===== src/rtl/bsw_pkg.sv =====
package bsw_pkg;

  typedef enum logic [1:0] {
    PATH_NONE = 2'd0,
    PATH_MAIN = 2'd1,
    PATH_BAT  = 2'd2
  } path_e;

  typedef enum logic {
    MODE_MAIN = 1'b0,
    MODE_BAT  = 1'b1
  } mode_e;

  typedef struct packed {
    logic low;  // main supply under minimum operating level
    logic gt;   // main supply above battery
    logic thr;  // main supply above reset threshold
  } flags_t;

  localparam int unsigned FLAG_W = $bits(flags_t);

  // Mode decision with memory: low forces battery; otherwise leave main
  // only when main is under both threshold and battery, and leave battery
  // on the first recovery condition.
  function automatic mode_e next_mode(input mode_e cur, input flags_t f);
    mode_e nxt;
    if (f.low) begin
      nxt = MODE_BAT;
    end else if (cur == MODE_MAIN) begin
      nxt = (!f.thr && !f.gt) ? MODE_BAT : MODE_MAIN;
    end else begin
      nxt = (f.thr || f.gt) ? MODE_MAIN : MODE_BAT;
    end
    return nxt;
  endfunction

  // Path wanted for a given mode, with seal vetoing the battery path.
  function automatic path_e target_path(input logic ready, input mode_e m,
                                        input logic seal);
    path_e p;
    if (!ready) begin
      p = PATH_NONE;
    end else if (m == MODE_BAT) begin
      p = seal ? PATH_NONE : PATH_BAT;
    end else begin
      p = PATH_MAIN;
    end
    return p;
  endfunction

  // Break-before-make step: an active path that must change opens first.
  function automatic path_e step_path(input path_e cur, input path_e tgt);
    path_e p;
    if (cur != PATH_NONE && cur != tgt) begin
      p = PATH_NONE;
    end else begin
      p = tgt;
    end
    return p;
  endfunction

endpackage


===== src/rtl/flag_sync.sv =====
module flag_sync #(
  parameter int unsigned WIDTH  = 3,
  parameter int unsigned STAGES = 2
) (
  input  logic             clk,
  input  logic             rst_n,
  input  logic [WIDTH-1:0] async_i,
  output logic [WIDTH-1:0] sync_o
);

  logic [WIDTH-1:0] chain [STAGES];

  for (genvar s = 0; s < STAGES; s++) begin : g_stage
    if (s == 0) begin : g_first
      always_ff @(posedge clk or negedge rst_n) begin
        if (!rst_n) chain[s] <= '0;
        else        chain[s] <= async_i;
      end
    end else begin : g_next
      always_ff @(posedge clk or negedge rst_n) begin
        if (!rst_n) chain[s] <= '0;
        else        chain[s] <= chain[s-1];
      end
    end
  end

  assign sync_o = chain[STAGES-1];

endmodule


===== src/rtl/mode_tracker.sv =====
module mode_tracker
  import bsw_pkg::*;
#(
  parameter int unsigned STAGES = 2
) (
  input  logic   clk,
  input  logic   rst_n,
  input  flags_t flags_i,
  output logic   ready_o,
  output mode_e  mode_o
);

  localparam int unsigned CNT_W = $clog2(STAGES + 1);
  localparam logic [CNT_W-1:0] CNT_FULL = CNT_W'(STAGES);

  logic [CNT_W-1:0] fill_q;
  mode_e            mode_q;

  assign ready_o = (fill_q == CNT_FULL);

  always_ff @(posedge clk or negedge rst_n) begin
    if (!rst_n) begin
      fill_q <= '0;
    end else if (!ready_o) begin
      fill_q <= fill_q + 1'b1;
    end
  end

  always_ff @(posedge clk or negedge rst_n) begin
    if (!rst_n) begin
      mode_q <= MODE_MAIN;
    end else if (ready_o) begin
      mode_q <= next_mode(mode_q, flags_i);
    end
  end

  assign mode_o = mode_q;

endmodule


===== src/rtl/path_sequencer.sv =====
module path_sequencer
  import bsw_pkg::*;
(
  input  logic  clk,
  input  logic  rst_n,
  input  logic  ready_i,
  input  mode_e mode_i,
  input  logic  seal_i,
  output path_e path_o
);

  path_e path_q;
  path_e want;

  assign want = target_path(ready_i, mode_i, seal_i);

  always_ff @(posedge clk or negedge rst_n) begin
    if (!rst_n) path_q <= PATH_NONE;
    else        path_q <= step_path(path_q, want);
  end

  assign path_o = path_q;

endmodule


===== src/rtl/backup_switchover_ctrl.sv =====
module backup_switchover_ctrl
  import bsw_pkg::*;
#(
  parameter int unsigned SYNC_STAGES = 2
) (
  input  logic clk,
  input  logic rst_n,
  input  logic main_above_thr_i,
  input  logic main_above_bat_i,
  input  logic main_below_min_i,
  input  logic seal_i,
  output logic main_sw_en_o,
  output logic bat_sw_en_o,
  output logic on_battery_o
);

  flags_t raw_flags;
  flags_t sync_flags;
  logic   flags_ready;
  mode_e  cur_mode;
  path_e  cur_path;

  // named internal events for the checker
  logic thr_s;
  logic gt_s;
  logic low_s;

  assign raw_flags = '{low: main_below_min_i, gt: main_above_bat_i,
                       thr: main_above_thr_i};

  flag_sync #(.WIDTH(FLAG_W), .STAGES(SYNC_STAGES)) u_sync (
    .clk     (clk),
    .rst_n   (rst_n),
    .async_i (raw_flags),
    .sync_o  (sync_flags)
  );

  assign thr_s = sync_flags.thr;
  assign gt_s  = sync_flags.gt;
  assign low_s = sync_flags.low;

  mode_tracker #(.STAGES(SYNC_STAGES)) u_mode (
    .clk     (clk),
    .rst_n   (rst_n),
    .flags_i (sync_flags),
    .ready_o (flags_ready),
    .mode_o  (cur_mode)
  );

  path_sequencer u_seq (
    .clk     (clk),
    .rst_n   (rst_n),
    .ready_i (flags_ready),
    .mode_i  (cur_mode),
    .seal_i  (seal_i),
    .path_o  (cur_path)
  );

  assign main_sw_en_o = (cur_path == PATH_MAIN);
  assign bat_sw_en_o  = (cur_path == PATH_BAT);
  assign on_battery_o = (cur_mode == MODE_BAT);

endmodule


===== config.mk =====
export PLATFORM = sky130hd
export DESIGN_NAME = backup_switchover_ctrl
export DESIGN_NICKNAME = d
export VERILOG_FILES = /design/src/rtl/bsw_pkg.sv /design/src/rtl/flag_sync.sv /design/src/rtl/mode_tracker.sv /design/src/rtl/path_sequencer.sv /design/src/rtl/backup_switchover_ctrl.sv
export SDC_FILE = /design/constraint.sdc
export NUM_CORES = 1
export LEC_CHECK = 0
export BUFFER_PORTS_ARGS = -buffer_cell sky130_fd_sc_hd__clkbuf_2
export CAP_MARGIN = 20
export CELL_PAD_IN_SITES_DETAIL_PLACEMENT = 1
export CELL_PAD_IN_SITES_GLOBAL_PLACEMENT = 1
export CORE_AREA = 5 5 42 44
export CTS_BUF_LIST = sky130_fd_sc_hd__clkbuf_2 sky130_fd_sc_hd__clkbuf_4 sky130_fd_sc_hd__clkbuf_8
export DETAILED_ROUTE_END_ITERATION = 10
export DIE_AREA = 0 0 47 49
export PLACE_DENSITY_LB_ADDON = 0.1
export SETUP_SLACK_MARGIN = 0.1
export SLEW_MARGIN = 5
export SYNTH_ARGS = -nofsm -noshare
export SYNTH_HDL_FRONTEND = slang
export SYNTH_SLANG_ARGS = --single-unit

===== constraint.sdc =====
create_clock -name clk -period 1.3 [get_ports clk]
set_input_delay 0.065 -clock clk [delete_from_list [all_inputs] [get_ports clk]]
set_output_delay 0.065 -clock clk [all_outputs]
set_load 0.05 [all_outputs]

==> results.md <==
- Clock buffer count from CTS: 3
- Antenna cell count: 0
- Total half-perimeter wirelength after legalization and detailed placement: 456 um
- Total power: 0.000674 W
- Clock-pin slew reported for the worst setup and hold paths after clock tree synthesis: 60 ps
- Highest signal layer in the routed design: met4
- Wire length on met1: 222 um
- DRC violations left: 0
- Leakage power: 0.249 nW
- # port buffers: 8
- Effective utilization at floorplan: 26.4%
- Filler Cells Inserted: 164
- Post-Route WL: 596 um
- Normalized max-slew margin: 81.4%
- Overflow left after global routing: 0
- Top-level I/O count: 9
- Core footprint: 0.00140 sq mm
- Reg2reg path depth: 3
- Area added between synthesis and finish: 35.1%
- Yosys synthesis warning count: 0
- Final TNS setup: 0 ps
- Clock tree root driver cell: clkbuf_4
- Register-to-Register Setup Slack: 270 ps
- Transition time of the tightest slew-check pin: 281 ps
- Post-detailed-route count of antenna-violating nets: 0
- Net count of the finished layout: 47
- Worst setup skew after layout: 0.900 ps
- Class of the worst hold path: in -> reg
- Layout cells sized above 1: 35.9%
- Largest net degree at the start of global routing: 12
- First-pass GRT wire length: 1.06 mm
- Mean instance size in the synthesized netlist: 16.1 sq um
- Highest Clock Rate: 888 MHz
- Clk sinks: 11
- Syn Std Cell Area: 370 sq um
- Total placed instance area: 430 sq um
- Area of the die: 0.00230 sq mm
- Cell count after synthesis: 23
- Placement row count: 14
- Worst Hold End: u_seq.path_o[1]
- Global-route usage over all layers: 6.79%
- Portion of the post-synthesis area used by sequential elements: 74.3%
- Status: complete, no violations
- CP arrival: 1060 ps
- Setup repair after global routing missed its margin: no
- Total via count after detailed routing: 228
- Power Dens Cells: 1350 mW/mm^2
- Starting DRC count in detailed routing: 0
- Setup slack after placement: 266 ps
- Number of max-slew violations in the final report: 0
- Distinct cell type count after synthesis: 11
- Antenna violations before repair: 0
- # Max-Cap Violations: 0
- Setup crit start kind: flop
- Count of TritonRoute iterations in the first routing pass: 1
- Worst path setup slack after routing: 174 ps
- Core occupancy in the finished layout: 35.7%
- Terminus of the critical flop-to-flop path: u_seq.path_o[1]
- Maximum fanout count along the critical path: 3
- Post-Syn Nets: 30
- Crit Reg-Reg Startpoint: u_mode.fill_q[0]
- Critical Path Sink Type: output port
- Hold depth: 2
- Beginning of the worst hold path: seal_i
- Largest buffer count on any clock path: 2
- Worst vdd rail ir drop: 0.000404 V
- H-tree levels: 1
- Final RePlAce weighted congestion: 0.702
- Vertical extent of the die: 49 um
- Required time at the endpoint of the critical path: 1240 ps
- Worst-Skew Late Latency: 260 ps
- Clock tree from TritonCTS: done
- Crit Path Category: reg -> out
- Via density per instance: 4.15
- Setup fix buffers added after clock tree synthesis: 0
- Vias in the first global route: 269
- Number of hold-slack violations in the final timing report: 0
- Final instance area: 500 sq um
- Count of endpoints failing setup in the final report: 0
- Overall die width: 47 um
- DR WL met2: 300 um
- Synth Register Bits: 11
- Average routed wire per standard cell: 10.8 um
- Wire length on met3: 51 um
- Final min period: 1130 ps
- Final period util: 86.6%
worst max-delay path by stage:
stage / end / start / slack (ps)
2_1_floorplan: main_sw_en_o / u_seq.path_o[1] / 150
3_3_place_gp: u_seq.path_o[1] / u_mode.fill_q[0] / 330
3_5_place_dp: u_seq.path_o[0] / u_mode.fill_q[0] / 270
4_1_cts: main_sw_en_o / u_seq.path_o[1] / 120
5_1_grt: bat_sw_en_o / u_seq.path_o[1] / 100
6_report: bat_sw_en_o / u_seq.path_o[1] / 170
cells by family (layout without fill, tap and decap cells):
family | count (synthesis) | in the layout | synth area share, %
AND/OR/NAND/NOR | 5 | 5 | 11.1
multiplexers | 1 | 1 | 2.70
buffers and inverters | 2 | 18 | 2.03
flip-flops | 11 | 11 | 74.3
AO/OA/AOI/OAI | 2 | 2 | 4.05
adder cells (fa/ha/maj) | 1 | 1 | 3.38
XOR/XNOR | 1 | 1 | 2.37
per-stage QoR:
step / hold WS [ps] / instances
2_1_floorplan: -231 / 23
3_3_place_gp: -56.9 / 47
3_5_place_dp: -56.4 / 47
4_1_cts: 110 / 55
5_1_grt: 116 / 55
6_report: 112 / 55
cells in the final DEF (no fill, tap or decap):
cell type	count
dfrtp_1	11
clkbuf_2	7
clkbuf_4	4
dlygate4sd3_1	4
inv_1	2
nor2b_1	2
nor3b_2	1
and4bb_1	1
xnor2_1	1
o21ba_2	1
nor2_1	1
a21oi_1	1
mux2i_1	1
ha_1	1
buf_2	1
synth_stat cells (all sizes together):
cell type	count	area, sq um
nor2b	2	12.5
ha	1	12.5
mux2i	1	10.0
and4bb	1	12.5
a21oi	1	5.00
o21ba	1	10.0
nor2	1	3.75
inv	2	7.51
dfrtp	11	275
nor3b	1	12.5
xnor2	1	8.76
layout make-up:
| class | instances | area [sq um] | area share [%] |
|---|---|---|---|
| clock buffer | 4 | 30.0 | 6.00 |
| inverter | 2 | 7.51 | 1.50 |
| sequential | 11 | 275 | 55.0 |
| tap | 16 | 20.0 | 4.00 |
| timing repair buffer | 12 | 80.1 | 16.0 |
| multi-input combinational | 10 | 87.6 | 17.5 |
power breakdown:
part,internal [W],switching (W)
combinational,0.0000259,0.0000379
sequential,0.000358,0.00000825
clock,0.000139,0.000104
total,0.000523,0.000150
sequential cells by signal, summed over array words and instances (netlist names):
register / flops
u_seq.path_o: 2
u_mode.mode_o: 1
u_mode.fill_q: 2
u_sync.chain: 3
u_sync.sync_o: 3
metal layers:
metal	vias to the layer above	GRT usage (%)
li1	105	-
met1	109	5.99
met2	10	10.6
met3	4	2.58
met4	0	6.91
met5	-	0
critical path: stages, from the launching register on:
cell and delay [ps]:
dfrtp_1 380, nor2b_1 140, clkbuf_2 280
what timing repair did:
| item | CTS | global route |
|---|---|---|
| hold buffers | 4 | 0 |
| endpoints found under the setup margin | 0 | 1 |
| endpoints found under the hold margin | 14 | 0 |
| gates resized for setup | 0 | 1 |
Power figures use the tool's default switching activity.
